<file path="src/rtl/pad_resp_pkg.sv">
package pad_resp_pkg;

    localparam int DEF_KEYS        = 12;
    localparam int DEF_FRAME_BITS  = 16;
    localparam int DEF_SYNC_STAGES = 2;

    typedef enum logic [1:0] {
        PH_IDLE  = 2'd0,
        PH_HOLD  = 2'd1,
        PH_SHIFT = 2'd2,
        PH_DONE  = 2'd3
    } phase_t;

    typedef struct packed {
        logic level;
        logic rise;
        logic fall;
    } edge_ev_t;

endpackage

</file>
<file path="src/rtl/pad_edge_sync.sv">
module pad_edge_sync
    import pad_resp_pkg::*;
#(
    parameter int   STAGES   = DEF_SYNC_STAGES,
    parameter logic IDLE_VAL = 1'b0
) (
    input  logic     clk,
    input  logic     rst,
    input  logic     async_in,
    output edge_ev_t ev
);
    logic [STAGES-1:0] chain_q;
    logic              prev_q;

    always_ff @(posedge clk) begin
        if (rst) begin
            chain_q <= {STAGES{IDLE_VAL}};
            prev_q  <= IDLE_VAL;
        end else begin
            chain_q <= {chain_q[STAGES-2:0], async_in};
            prev_q  <= chain_q[STAGES-1];
        end
    end

    always_comb begin
        ev.level = chain_q[STAGES-1];
        ev.rise  = chain_q[STAGES-1] & ~prev_q;
        ev.fall  = ~chain_q[STAGES-1] & prev_q;
    end
endmodule

</file>
<file path="src/rtl/pad_frame_shifter.sv">
module pad_frame_shifter
    import pad_resp_pkg::*;
#(
    parameter int KEYS       = DEF_KEYS,
    parameter int FRAME_BITS = DEF_FRAME_BITS,
    localparam int CNT_W     = $clog2(FRAME_BITS)
) (
    input  logic                  clk,
    input  logic                  rst,
    input  edge_ev_t              lat_ev,
    input  edge_ev_t              bclk_ev,
    input  logic [KEYS-1:0]       keys,
    output phase_t                phase,
    output logic [FRAME_BITS-1:0] word,
    output logic [CNT_W-1:0]      pos,
    output logic                  dout
);
    localparam logic [CNT_W-1:0] LAST_POS = CNT_W'(FRAME_BITS - 1);

    logic [FRAME_BITS-1:0] frame_d;

    // Active-low button bits first, then fill bits that read as released.
    for (genvar i = 0; i < FRAME_BITS; i++) begin : g_frame
        if (i < KEYS) begin : g_key
            assign frame_d[i] = ~keys[i];
        end else begin : g_fill
            assign frame_d[i] = 1'b1;
        end
    end

    always_ff @(posedge clk) begin
        if (rst) begin
            phase <= PH_IDLE;
            word  <= '0;
            pos   <= '0;
        end else if (lat_ev.rise) begin
            phase <= PH_HOLD;
            word  <= frame_d;
            pos   <= '0;
        end else begin
            case (phase)
                PH_HOLD: begin
                    if (lat_ev.fall) phase <= PH_SHIFT;
                end
                PH_SHIFT: begin
                    if (bclk_ev.rise) begin
                        if (pos == LAST_POS) begin
                            phase <= PH_DONE;
                        end else begin
                            pos <= pos + 1'b1;
                        end
                        word <= {1'b0, word[FRAME_BITS-1:1]};
                    end
                end
                default: ;
            endcase
        end
    end

    assign dout = (phase == PH_SHIFT) ? word[0] : 1'b0;
endmodule

</file>
<file path="src/rtl/pad_shift_responder.sv">
module pad_shift_responder
    import pad_resp_pkg::*;
#(
    parameter int KEYS        = DEF_KEYS,
    parameter int FRAME_BITS  = DEF_FRAME_BITS,
    parameter int SYNC_STAGES = DEF_SYNC_STAGES
) (
    input  logic            clk,
    input  logic            rst,
    input  logic            latch_in,
    input  logic            bus_clk_in,
    input  logic [KEYS-1:0] buttons_i,
    output logic            data_out
);
    localparam int CNT_W = $clog2(FRAME_BITS);

    edge_ev_t              lat_ev;
    edge_ev_t              bclk_ev;
    phase_t                phase;
    logic [FRAME_BITS-1:0] word;
    logic [CNT_W-1:0]      pos;

    pad_edge_sync #(.STAGES(SYNC_STAGES), .IDLE_VAL(1'b0)) u_lat_sync (
        .clk(clk), .rst(rst), .async_in(latch_in), .ev(lat_ev)
    );

    pad_edge_sync #(.STAGES(SYNC_STAGES), .IDLE_VAL(1'b1)) u_bclk_sync (
        .clk(clk), .rst(rst), .async_in(bus_clk_in), .ev(bclk_ev)
    );

    pad_frame_shifter #(.KEYS(KEYS), .FRAME_BITS(FRAME_BITS)) u_shift (
        .clk(clk), .rst(rst), .lat_ev(lat_ev), .bclk_ev(bclk_ev),
        .keys(buttons_i), .phase(phase), .word(word), .pos(pos),
        .dout(data_out)
    );
endmodule

</file>
<file path="config.mk">
export PLATFORM = sky130hd
export DESIGN_NAME = pad_shift_responder
export DESIGN_NICKNAME = d
export VERILOG_FILES = /design/src/rtl/pad_resp_pkg.sv /design/src/rtl/pad_edge_sync.sv /design/src/rtl/pad_frame_shifter.sv /design/src/rtl/pad_shift_responder.sv
export SDC_FILE = /design/constraint.sdc
export NUM_CORES = 1
export LEC_CHECK = 0
export ABC_AREA = 0
export BUFFER_PORTS_ARGS = -buffer_cell sky130_fd_sc_hd__buf_4
export CORE_AREA = 4 4 54 56
export CTS_CLUSTER_SIZE = 28
export DETAILED_ROUTE_END_ITERATION = 10
export DIE_AREA = 0 0 58 60
export GPL_ROUTABILITY_DRIVEN = 1
export PLACE_DENSITY = 0.71
export REMOVE_ABC_BUFFERS = 1
export SETUP_SLACK_MARGIN = 0.2
export SYNTH_ARGS = -nofsm -noshare
export SYNTH_HDL_FRONTEND = slang
export SYNTH_SLANG_ARGS = --single-unit
</file>
<file path="constraint.sdc">
create_clock -name clk -period 3.15 [get_ports clk]
set_input_delay 0.1575 -clock clk [delete_from_list [all_inputs] [get_ports clk]]
set_output_delay 0.1575 -clock clk [all_outputs]
set_load 0.05 [all_outputs]
</file>
==> impl_metrics.xml, run 1 <==
<?xml version="1.0" encoding="UTF-8"?>
<metrics>
  <group name="clocking">
    <metric name="clock_tree.root_cell" unit="">clkbuf_4</metric>
    <metric name="clock_latency_of_the_later_clocked_register_in_the_worst_skew_pair" unit="ns">0.31</metric>
    <metric name="post_cts_resized" unit="">0</metric>
    <metric name="cts_made_buffers" unit="">3</metric>
    <metric name="cts.sink_count" unit="">28</metric>
    <metric name="maximum_level_of_the_cts_h_tree" unit="">1</metric>
    <metric name="clock_tree.buffer_depth" unit="">2</metric>
    <metric name="post_cts.repair.setup_buffers" unit="">0</metric>
    <metric name="clk_pin_slew" unit="ns">0.14</metric>
    <metric name="cts_tree" unit="">yes</metric>
    <metric name="hold_buffers" unit="">0</metric>
  </group>
  <group name="global_routing">
    <metric name="initial_antenna_violation_count" unit="">0</metric>
    <metric name="grt_start_max_net_pins" unit="">25</metric>
    <metric name="grt_pass1_vias" unit="">930</metric>
    <metric name="globalRoute.totalOverflow" unit="">0</metric>
    <metric name="groute.usage.overall" unit="%">14.52</metric>
    <metric name="first_pass_grt_wire_length" unit="µm">3898</metric>
  </group>
  <group name="sta">
    <metric name="tns" unit="ns">0</metric>
    <metric name="timing_max_transition_violations_final" unit="">0</metric>
    <metric name="worst_slew_pin_slew" unit="ns">0.8387</metric>
    <metric name="skew" unit="ns">0.002585</metric>
    <metric name="post-route-min-period" unit="ns">1.884</metric>
    <metric name="fmax" unit="MHz">530.8</metric>
    <metric name="report.final.hold_viol_count" unit="">0</metric>
    <metric name="rsz0062_at_grt" unit="">false</metric>
    <metric name="final.hold.worst_slack" unit="ns">0.01635</metric>
    <metric name="max-slew-margin-rel" unit="%">44.09</metric>
    <metric name="worst_slack" unit="ns">1.266</metric>
    <metric name="timing.final.crit_share" unit="%">59.80</metric>
    <metric name="count_of_endpoints_failing_setup_in_the_final_report" unit="">0</metric>
  </group>
  <group name="setup_path">
    <metric name="worstSetupEndpointType" unit="">flip-flop</metric>
    <metric name="worstSetupPathType" unit="">reg2reg</metric>
    <metric name="crit_start" unit="">u_lat_sync.prev_q</metric>
    <metric name="setup.worst_path.start_class" unit="">flip-flop</metric>
    <metric name="r2r_path_end" unit="">u_shift.word[2]</metric>
    <metric name="cpPeakStageDelay" unit="ns">0.70</metric>
    <metric name="crit-reg2reg-launch" unit="">u_lat_sync.prev_q</metric>
    <metric name="r2r_cells" unit="">5</metric>
    <metric name="crit_chain" unit="">inv_1 -&gt; ha_1 -&gt; o22a_4 -&gt; o211ai_1 -&gt; a21oi_1</metric>
    <metric name="timing.critical_path.fanout_max" unit="">22</metric>
    <metric name="timing.critical_path.max_delay_family" unit="">compound AO/OA/AOI/OAI gates</metric>
    <metric name="slowest_stage" unit="">ha_1</metric>
    <metric name="crit_arrival" unit="ns">2.14</metric>
    <metric name="worst-path-buf-inv" unit="">1</metric>
    <metric name="reg_to_reg_setup_timing_slack" unit="ns">1.27</metric>
    <metric name="worst_ep_required_time" unit="ns">3.41</metric>
  </group>
  <group name="place">
    <metric name="placed_cells_incl_taps" unit="">173</metric>
    <metric name="pre_cts_ws" unit="ns">1.269</metric>
    <metric name="place.gp.congestion" unit="">0.6987</metric>
    <metric name="number_of_buffer_cells_added_on_primary_ports" unit="">16</metric>
    <metric name="detailedPlacementHpwl" unit="µm">1593</metric>
  </group>
  <group name="pwr">
    <metric name="max-vdd-ir-drop" unit="mV">0.3303</metric>
    <metric name="p_leak" unit="nW">0.4791</metric>
    <metric name="p_per_area" unit="mW/mm²">405.6</metric>
  </group>
  <group name="layout">
    <metric name="final-instance-count-excl-fill" unit="">177</metric>
    <metric name="nets" unit="">168</metric>
    <metric name="num-fill-cells" unit="">220</metric>
    <metric name="layout-drive-gt1-share" unit="%">29.93</metric>
    <metric name="area_delta_synth_final" unit="%">10.98</metric>
    <metric name="n_antenna_cell" unit="">0</metric>
    <metric name="final_core_utilization" unit="%">58.23</metric>
  </group>
  <group name="yosys">
    <metric name="synth.avg_cell_area" unit="µm²">9.524</metric>
    <metric name="postSynth.topFlopCell" unit="">dfxtp_1</metric>
    <metric name="ys.warnings.count" unit="">0</metric>
    <metric name="yosys.area.top_type" unit="">dfxtp_1</metric>
    <metric name="seq_area_frac_synth" unit="%">43.92</metric>
    <metric name="synth.cell_area" unit="mm²">0.001276</metric>
    <metric name="yosysUniqueCellTypes" unit="">33</metric>
    <metric name="postSynth.asyncResetShare" unit="%">0</metric>
    <metric name="yosysTopAreaCellShare" unit="%">43.92</metric>
    <metric name="post_synthesis_instance_total" unit="">134</metric>
    <metric name="ys_top_cells_by_area" unit="">dfxtp_1 (44%), nand2_1 (7.9%), o211ai_2 (6.9%)</metric>
    <metric name="number_of_synthesized_register_bits" unit="">28</metric>
    <metric name="synth-edff-count" unit="">0</metric>
  </group>
  <group name="drt">
    <metric name="antenna_nets_post_route" unit="">0</metric>
    <metric name="routed_wl" unit="µm">2189</metric>
    <metric name="drc" unit="">0</metric>
    <metric name="detailroute.via_count" unit="">930</metric>
    <metric name="drt_first_iter_violations" unit="">28</metric>
    <metric name="viasPerCell" unit="">5.254</metric>
    <metric name="wire_per_inst" unit="µm">12.37</metric>
    <metric name="dr.pass1.iters" unit="">4</metric>
  </group>
  <group name="status">
    <metric name="status" unit="">complete, no violations</metric>
  </group>
  <group name="die">
    <metric name="width_of_the_chip" unit="µm">58</metric>
    <metric name="initial_utilization" unit="%">52.47</metric>
    <metric name="floorplan.core_area" unit="mm²">0.002432</metric>
    <metric name="dieArea" unit="mm²">0.003480</metric>
    <metric name="die-height" unit="µm">60</metric>
    <metric name="fp-row-count" unit="">18</metric>
    <metric name="boundaryPins" unit="">17</metric>
  </group>
  <group name="hold_path">
    <metric name="hold_sp" unit="">bus_clk_in</metric>
    <metric name="hp-class" unit="">in2reg</metric>
    <metric name="holdPathEnd" unit="">u_bclk_sync.chain_q[0]</metric>
    <metric name="worst_hold_path.num_cells" unit="">2</metric>
  </group>
  <group name="job">
    <metric name="drv_cap" unit="">0</metric>
  </group>
</metrics>
metrics by stage:
step                      area [µm²]  total power [mW]
after floorplan                 1222            0.3887
after global placement          1380            0.4112
after detailed placement        1380            0.4127
after CTS                       1416            0.5805
after global routing            1416            0.6013
final                           1416            0.5745
cells in the mapped netlist, types with 2 or more instances:
| library cell | n |
|---|---|
| nor2_1 | 7 |
| nor3_1 | 4 |
| a21oi_1 | 9 |
| nor3_2 | 3 |
| a21oi_2 | 7 |
| dfxtp_1 | 28 |
| o211ai_1 | 5 |
| nand3_1 | 3 |
| or2_2 | 3 |
| ha_1 | 4 |
| xor2_1 | 2 |
| inv_1 | 3 |
| nand2_1 | 27 |
| buf_2 | 3 |
| nor2b_1 | 2 |
| o211ai_2 | 7 |
placed cells by master, fill, tap and decap left out, drive strengths merged, types with 2 or more instances in the layout:
cell type / n
a21oi: 16
buf: 16
clkbuf: 4
dfxtp: 28
ha: 4
inv: 3
nand2: 27
nand3: 3
nor2: 7
nor2b: 3
nor3: 7
o211ai: 12
or2: 4
xor2: 2
where the power goes:
part / switching [mW] / internal [mW] / leakage (nW) / total (mW)
Sequential: 0.00311 / 0.359 / 0.227 / 0.363
Clock: 0.0997 / 0.0706 / 0.0210 / 0.170
Combinational: 0.0218 / 0.0198 / 0.231 / 0.0416
registers in the layout, summed over array words and instances, names as in the netlist:
signal	cells
u_bclk_sync.chain_q	2
u_shift.phase	2
u_bclk_sync.prev_q	1
u_shift.word	16
u_lat_sync.prev_q	1
u_lat_sync.chain_q	2
u_shift.pos	4
final cells by class:
type                       instances  area, µm²  area share (%)
clock buffer                       4      36.28           2.562
inverter                           3      11.26          0.7951
multi-input combinational         96      650.6           45.94
sequential                        28      560.5           39.58
tap                               30      37.54           2.650
timing repair buffer              16      120.1           8.481
logic make-up (layout without fill, tap and decap cells):
| logic type | after synthesis | count (layout) | share of synthesized area [%] |
|---|---|---|---|
| XOR/XNOR | 2 | 2 | 1.373 |
| adder cells (fa/ha/maj) | 4 | 4 | 3.922 |
| buffers and inverters | 10 | 23 | 5.097 |
| AO/OA/AOI/OAI | 33 | 33 | 22.75 |
| flip-flops | 28 | 28 | 43.92 |
| AND/OR/NAND/NOR | 57 | 57 | 22.94 |
worst max path at each step:
stage                 endpoint  cells past startpoint  slack (ns)
6_report       u_shift.word[2]                      5        1.27
5_1_grt        u_shift.word[4]                      5        1.11
4_1_cts        u_shift.word[4]                      5        1.24
3_5_place_dp   u_shift.word[4]                      5        1.27
3_3_place_gp   u_shift.word[0]                      5        1.34
2_1_floorplan  u_shift.word[0]                      5        1.52
layer usage:
layer	global-route usage [%]	vias up	part of all wire, %
met5	0	-	0
met4	5.629	0	0.64
met3	1.944	2	2.6
met2	26.13	9	50
met1	17.46	428	47
li1	-	491	-
Note: power is estimated with default switching activity, not from simulation.
==> inputs of run 2 (changes only) <==
==> constraint.sdc (replaced) <==
create_clock -name clk -period 1.8 [get_ports clk]
set_input_delay 0.09 -clock clk [delete_from_list [all_inputs] [get_ports clk]]
set_output_delay 0.09 -clock clk [all_outputs]
set_load 0.05 [all_outputs]
==> impl_metrics.xml, run 2 (synthesized netlist as in run 1, its figures left out) <==
<?xml version="1.0" encoding="UTF-8"?>
<metrics>
  <group name="clocking">
    <metric name="post_cts.repair.setup_buffers" unit="">0</metric>
    <metric name="clock_latency_of_the_later_clocked_register_in_the_worst_skew_pair" unit="ns">0.31</metric>
    <metric name="cts.sink_count" unit="">28</metric>
    <metric name="clock_tree.buffer_depth" unit="">2</metric>
    <metric name="clk_pin_slew" unit="ns">0.14</metric>
    <metric name="maximum_level_of_the_cts_h_tree" unit="">1</metric>
    <metric name="clock_tree.root_cell" unit="">clkbuf_4</metric>
    <metric name="cts_made_buffers" unit="">3</metric>
    <metric name="cts_tree" unit="">yes</metric>
  </group>
  <group name="sta">
    <metric name="rsz0062_at_grt" unit="">false</metric>
    <metric name="fmax" unit="MHz">703.2</metric>
    <metric name="tns" unit="ns">0</metric>
    <metric name="report.final.hold_viol_count" unit="">0</metric>
    <metric name="timing_max_transition_violations_final" unit="">0</metric>
    <metric name="worst_slew_pin_slew" unit="ns">0.4600</metric>
    <metric name="max-slew-margin-rel" unit="%">69.33</metric>
    <metric name="worst_slack" unit="ns">0.3780</metric>
    <metric name="post-route-min-period" unit="ns">1.422</metric>
    <metric name="count_of_endpoints_failing_setup_in_the_final_report" unit="">0</metric>
    <metric name="skew" unit="ns">0.004744</metric>
    <metric name="timing.final.crit_share" unit="%">79.00</metric>
  </group>
  <group name="status">
    <metric name="status" unit="">complete, no violations</metric>
  </group>
  <group name="global_routing">
    <metric name="globalRoute.totalOverflow" unit="">0</metric>
    <metric name="initial_antenna_violation_count" unit="">0</metric>
    <metric name="first_pass_grt_wire_length" unit="µm">4077</metric>
    <metric name="groute.usage.overall" unit="%">14.97</metric>
    <metric name="grt_start_max_net_pins" unit="">25</metric>
    <metric name="grt_pass1_vias" unit="">951</metric>
  </group>
  <group name="die">
    <metric name="dieArea" unit="mm²">0.003480</metric>
    <metric name="floorplan.core_area" unit="mm²">0.002432</metric>
    <metric name="initial_utilization" unit="%">52.47</metric>
    <metric name="width_of_the_chip" unit="µm">58</metric>
    <metric name="boundaryPins" unit="">17</metric>
    <metric name="fp-row-count" unit="">18</metric>
    <metric name="die-height" unit="µm">60</metric>
  </group>
  <group name="pwr">
    <metric name="internal_power" unit="mW">0.7476</metric>
    <metric name="max-vdd-ir-drop" unit="mV">0.4533</metric>
    <metric name="power.clock.fraction" unit="%">25.6</metric>
    <metric name="net-switching-power" unit="mW">0.2130</metric>
    <metric name="p_leak" unit="nW">0.4962</metric>
    <metric name="p_sw_share" unit="%">22.17</metric>
    <metric name="power.combinational.fraction" unit="%">8.4</metric>
    <metric name="seqPwrFrac" unit="%">66.0</metric>
    <metric name="p_per_area" unit="mW/mm²">664.7</metric>
  </group>
  <group name="layout">
    <metric name="largest_register_ffs" unit="">16</metric>
    <metric name="layout-drive-gt1-share" unit="%">30.46</metric>
    <metric name="layout_top_registers" unit="">u_shift.word x16, u_shift.pos x4</metric>
    <metric name="most_frequent_cells_in_the_layout" unit="">dfxtp_1 (28), nand2_1 (27), buf_4 (19)</metric>
    <metric name="n_antenna_cell" unit="">0</metric>
    <metric name="nets" unit="">173</metric>
    <metric name="area_delta_synth_final" unit="%">13.24</metric>
    <metric name="most_frequent_standard_cell_in_the_layout_excluding_fill_and_tap_cells" unit="">dfxtp_1</metric>
    <metric name="num-fill-cells" unit="">212</metric>
    <metric name="largest-register" unit="">u_shift.word</metric>
  </group>
  <group name="setup_path">
    <metric name="crit-reg2reg-launch" unit="">u_lat_sync.prev_q</metric>
    <metric name="setup.worst_path.start_class" unit="">flip-flop</metric>
    <metric name="timing.critical_path.fanout_max" unit="">16</metric>
    <metric name="worstSetupPathType" unit="">reg2reg</metric>
    <metric name="r2r_cells" unit="">5</metric>
    <metric name="crit_arrival" unit="ns">1.68</metric>
    <metric name="worst_ep_required_time" unit="ns">2.06</metric>
    <metric name="worstSetupEndpointType" unit="">flip-flop</metric>
    <metric name="r2r_path_end" unit="">u_shift.word[5]</metric>
    <metric name="reg_to_reg_setup_timing_slack" unit="ns">0.38</metric>
  </group>
  <group name="drt">
    <metric name="wire_per_inst" unit="µm">12.39</metric>
    <metric name="drt_first_iter_violations" unit="">21</metric>
    <metric name="antenna_nets_post_route" unit="">0</metric>
    <metric name="dr.pass1.iters" unit="">2</metric>
    <metric name="routed_wl" unit="µm">2243</metric>
    <metric name="detailroute.via_count" unit="">933</metric>
    <metric name="drc" unit="">0</metric>
    <metric name="viasPerCell" unit="">5.155</metric>
  </group>
  <group name="hold_path">
    <metric name="hp-class" unit="">in2reg</metric>
    <metric name="holdPathEnd" unit="">u_shift.word[10]</metric>
    <metric name="hold_sp" unit="">buttons_i[10]</metric>
    <metric name="worst_hold_path.num_cells" unit="">4</metric>
  </group>
  <group name="place">
    <metric name="detailedPlacementHpwl" unit="µm">1586</metric>
    <metric name="pre_cts_ws" unit="ns">0.4138</metric>
    <metric name="place.gp.congestion" unit="">0.7485</metric>
    <metric name="number_of_buffer_cells_added_on_primary_ports" unit="">16</metric>
  </group>
  <group name="job">
    <metric name="drv_cap" unit="">0</metric>
  </group>
</metrics>
## run 2: cell types whose count changed in the layout (fill, tap and decap cells not counted), sizes merged
cell,delta
buf,+3
dlygate4sd3,+2
clkbuf,-1
## run 2: layout make-up
| type | instances | area, µm² | area share [%] |
|---|---|---|---|
| tap | 30 | 37.54 | 2.597 |
| clock buffer | 3 | 22.52 | 1.558 |
| sequential | 28 | 560.5 | 38.79 |
| inverter | 3 | 11.26 | 0.7792 |
| multi-input combinational | 96 | 650.6 | 45.02 |
| timing repair buffer | 21 | 162.7 | 11.26 |
## run 2: timing repair
action,CTS,global route
hold buffers,2,0
endpoints found under the hold margin,2,0
resized for setup,0,0
## run 2: how the worst max path moves through the flow
stage	depth (start not counted)	endpoint	start	slack, ns
final	5	u_shift.word[5]	u_lat_sync.prev_q	0.38
after detailed placement	5	u_shift.word[15]	u_lat_sync.prev_q	0.41
after CTS	5	u_shift.word[15]	u_lat_sync.prev_q	0.37
after floorplan	5	u_shift.word[0]	u_lat_sync.prev_q	0.17
after global routing	5	u_shift.word[0]	u_lat_sync.prev_q	0.24
after global placement	5	u_shift.word[0]	u_lat_sync.prev_q	0.47
## run 2: critical path: stages, from the launching register on
cell and delay (ns):
dfxtp_1 0.35, inv_1 0.06, ha_1 0.26, o22ai_4 0.43, nand2_1 0.13, a21oi_2 0.13
## run 2: layer usage
metal	vias to the layer above	GRT usage (%)	wire, µm
met5	-	0	0
met3	2	1.944	46
met4	0	4.967	14
met1	418	19.02	1043
li1	504	-	-
met2	9	26.13	1138
## run 2: metrics by stage
step | util [%] | instances | area (µm²) | hold WS (ns) | power (mW)
after floorplan | - | 127 | 1222 | 0.1524 | 0.6803
after global placement | 57.66 | 176 | 1403 | 0.2759 | 0.7229
after detailed placement | 57.66 | 176 | 1403 | 0.2771 | 0.7258
after CTS | 59.41 | 181 | 1445 | 0.02819 | 0.9738
after global routing | 59.41 | 181 | 1445 | 0.03182 | 1.003
final | 59.41 | 181 | 1445 | 0.04175 | 0.9606
## run 2: power groups by stage
stage | Clock, mW | Sequential, mW | Combinational, mW
after floorplan | 0 | 0.647 | 0.0336
after detailed placement | 0 | 0.648 | 0.0778
final | 0.246 | 0.634 | 0.0808
after global placement | 0 | 0.648 | 0.0754
after global routing | 0.276 | 0.636 | 0.0905
after CTS | 0.258 | 0.635 | 0.0816
==> inputs of run 3 (changes only) <==
--- a/config.mk
+++ b/config.mk
@@ -7,12 +7,12 @@
 export LEC_CHECK = 0
 export ABC_AREA = 0
 export BUFFER_PORTS_ARGS = -buffer_cell sky130_fd_sc_hd__buf_4
-export CORE_AREA = 4 4 54 56
+export CORE_AREA = 4 4 56 58
 export CTS_CLUSTER_SIZE = 28
 export DETAILED_ROUTE_END_ITERATION = 10
-export DIE_AREA = 0 0 58 60
+export DIE_AREA = 0 0 60 62
 export GPL_ROUTABILITY_DRIVEN = 1
-export PLACE_DENSITY = 0.71
+export PLACE_DENSITY = 0.69
 export REMOVE_ABC_BUFFERS = 1
 export SETUP_SLACK_MARGIN = 0.2
 export SYNTH_ARGS = -nofsm -noshare
==> constraint.sdc (replaced) <==
create_clock -name clk -period 1.2 [get_ports clk]
set_input_delay 0.06 -clock clk [delete_from_list [all_inputs] [get_ports clk]]
set_output_delay 0.06 -clock clk [all_outputs]
set_load 0.05 [all_outputs]
==> impl_metrics.xml, run 3 (synthesized netlist as in run 1, its figures left out) <==
<?xml version="1.0" encoding="UTF-8"?>
<metrics>
  <group name="die">
    <metric name="width_of_the_chip" unit="µm">60</metric>
    <metric name="fp-row-count" unit="">19</metric>
    <metric name="floorplan.core_area" unit="mm²">0.002663</metric>
    <metric name="initial_utilization" unit="%">47.93</metric>
    <metric name="dieArea" unit="mm²">0.003720</metric>
    <metric name="die-height" unit="µm">62</metric>
    <metric name="boundaryPins" unit="">17</metric>
  </group>
  <group name="sta">
    <metric name="count_of_endpoints_failing_setup_in_the_final_report" unit="">17</metric>
    <metric name="skew" unit="ns">0.01095</metric>
    <metric name="tns" unit="ns">-1.407</metric>
    <metric name="timing.final.crit_share" unit="%">110.0</metric>
    <metric name="final.hold.worst_slack" unit="ns">0.01042</metric>
    <metric name="rsz0062_at_grt" unit="">true</metric>
    <metric name="timing_max_transition_violations_final" unit="">0</metric>
    <metric name="post-route-min-period" unit="ns">1.320</metric>
    <metric name="report.final.hold_viol_count" unit="">0</metric>
    <metric name="worst_slew_pin_slew" unit="ns">0.3158</metric>
    <metric name="worst_slack" unit="ns">-0.1205</metric>
    <metric name="fmax" unit="MHz">757.3</metric>
    <metric name="max-slew-margin-rel" unit="%">78.95</metric>
  </group>
  <group name="clocking">
    <metric name="clk_pin_slew" unit="ns">0.16</metric>
    <metric name="clock_tree.root_cell" unit="">clkbuf_4</metric>
    <metric name="maximum_level_of_the_cts_h_tree" unit="">1</metric>
    <metric name="clock_latency_of_the_later_clocked_register_in_the_worst_skew_pair" unit="ns">0.35</metric>
    <metric name="cts_made_buffers" unit="">3</metric>
    <metric name="cts.sink_count" unit="">28</metric>
    <metric name="cts_tree" unit="">yes</metric>
    <metric name="clock_tree.buffer_depth" unit="">2</metric>
  </group>
  <group name="setup_path">
    <metric name="r2r_path_end" unit="">u_shift.word[11]</metric>
    <metric name="crit-reg2reg-launch" unit="">u_shift.phase[1]</metric>
    <metric name="r2r_cells" unit="">6</metric>
    <metric name="worstSetupPathType" unit="">reg2reg</metric>
    <metric name="worstSetupEndpointType" unit="">flip-flop</metric>
    <metric name="timing.critical_path.fanout_max" unit="">8</metric>
    <metric name="reg_to_reg_setup_timing_slack" unit="ns">-0.12</metric>
    <metric name="crit_arrival" unit="ns">1.61</metric>
    <metric name="setup.worst_path.start_class" unit="">flip-flop</metric>
    <metric name="worst_ep_required_time" unit="ns">1.49</metric>
  </group>
  <group name="global_routing">
    <metric name="initial_antenna_violation_count" unit="">0</metric>
    <metric name="grt_start_max_net_pins" unit="">25</metric>
    <metric name="first_pass_grt_wire_length" unit="µm">4767</metric>
    <metric name="globalRoute.totalOverflow" unit="">0</metric>
    <metric name="groute.usage.overall" unit="%">17.06</metric>
    <metric name="grt_pass1_vias" unit="">1037</metric>
  </group>
  <group name="drt">
    <metric name="wire_per_inst" unit="µm">14.46</metric>
    <metric name="dr.pass1.iters" unit="">4</metric>
    <metric name="drt_first_iter_violations" unit="">17</metric>
    <metric name="detailroute.via_count" unit="">1077</metric>
    <metric name="antenna_nets_post_route" unit="">0</metric>
    <metric name="routed_wl" unit="µm">2891</metric>
    <metric name="drc" unit="">0</metric>
    <metric name="viasPerCell" unit="">5.385</metric>
  </group>
  <group name="status">
    <metric name="status" unit="">complete, but fails checks</metric>
    <metric name="violations" unit="">setup timing</metric>
  </group>
  <group name="place">
    <metric name="pre_cts_ws" unit="ns">-0.1397</metric>
    <metric name="number_of_buffer_cells_added_on_primary_ports" unit="">16</metric>
    <metric name="detailedPlacementHpwl" unit="µm">1593</metric>
    <metric name="place.gp.congestion" unit="">0.7815</metric>
  </group>
  <group name="layout">
    <metric name="most_frequent_standard_cell_in_the_layout_excluding_fill_and_tap_cells" unit="">nand2_1</metric>
    <metric name="n_antenna_cell" unit="">0</metric>
    <metric name="largest_register_ffs" unit="">16</metric>
    <metric name="layout_top_registers" unit="">u_shift.word x16, u_shift.pos x4</metric>
    <metric name="area_delta_synth_final" unit="%">45.00</metric>
    <metric name="most_frequent_cells_in_the_layout" unit="">nand2_1 (25), dfxtp_1 (21), buf_4 (20)</metric>
    <metric name="nets" unit="">190</metric>
    <metric name="layout-drive-gt1-share" unit="%">52.07</metric>
    <metric name="largest-register" unit="">u_shift.word</metric>
  </group>
  <group name="pwr">
    <metric name="p_leak" unit="nW">0.6305</metric>
    <metric name="p_per_area" unit="mW/mm²">957.1</metric>
    <metric name="max-vdd-ir-drop" unit="mV">0.8010</metric>
  </group>
  <group name="job">
    <metric name="drv_cap" unit="">0</metric>
  </group>
  <group name="hold_path">
    <metric name="holdPathEnd" unit="">u_shift.word[4]</metric>
    <metric name="hp-class" unit="">in2reg</metric>
    <metric name="worst_hold_path.num_cells" unit="">4</metric>
    <metric name="hold_sp" unit="">buttons_i[4]</metric>
  </group>
</metrics>
## run 3: cell types whose count changed in the layout (fill, tap and decap cells not counted), sizes merged
cell	delta
clkbuf	+1
bufinv	+1
o22a	+1
buf	+5
dlygate4sd3	+10
## run 3: routing by layer
| layer | part of all wire, % | vias up | GRT usage [%] |
|---|---|---|---|
| met2 | 50 | 14 | 28.40 |
| met4 | 2.1 | 0 | 8.544 |
| li1 | - | 537 | - |
| met1 | 45 | 521 | 22.00 |
| met5 | 0 | - | 0 |
| met3 | 2.0 | 5 | 1.860 |
## run 3: layout make-up
| cell class | count | area [µm²] |
|---|---|---|
| multi-input cells | 97 | 820.8 |
| fillers | 176 | 812.0 |
| flip-flops and latches | 28 | 571.8 |
| repair buffers | 37 | 352.8 |
| well taps | 31 | 38.79 |
| clock inverters | 1 | 30.03 |
| clock buffers | 3 | 22.52 |
| inverters | 3 | 13.76 |
## run 3: through the flow
stage / std cells / cell area [µm²] / total power [mW] / utilization, %
after global placement: 179 / 1431 / 1.085 / 53.76
final: 200 / 1851 / 1.771 / 69.50
after floorplan: 127 / 1222 / 1.020 / -
after CTS: 198 / 1748 / 1.773 / 65.65
after global routing: 200 / 1851 / 1.834 / 69.50
after detailed placement: 179 / 1431 / 1.089 / 53.76
## run 3: power breakdown
part,switching [mW],total (mW),internal (mW)
clock,0.301,0.640,0.339
sequential,0.0118,0.955,0.943
combinational,0.0786,0.176,0.0979
total,0.391,1.77,1.38
## run 3: what timing repair did
action	CTS	global route
endpoints found under the hold margin	12	0
hold buffers	12	0
gates cloned	1	1
resized for setup	33	16
buffers inserted	2	1
setup endpoints to repair	23	23
pin swaps	12	7
## run 3: worst max-delay path, cell delays in order, from the launching register on
cell,delay (ns)
dfxtp_2,0.35
nor2b_4,0.13
buf_4,0.16
o22ai_4,0.24
clkbuf_16,0.21
nand2_1,0.07
a21oi_2,0.11
## run 3: worst max path at each step
stage / start / to / slack, ns / depth (start not counted)
CTS: u_shift.phase[1] / data_out / -0.09 / 4
global route: u_shift.phase[1] / data_out / -0.17 / 4
detailed placement: u_lat_sync.prev_q / u_shift.word[4] / -0.14 / 5
finish: u_shift.phase[1] / u_shift.word[11] / -0.12 / 6
floorplan: u_lat_sync.prev_q / u_shift.word[0] / -0.43 / 5
global placement: u_lat_sync.prev_q / u_shift.word[0] / -0.09 / 5
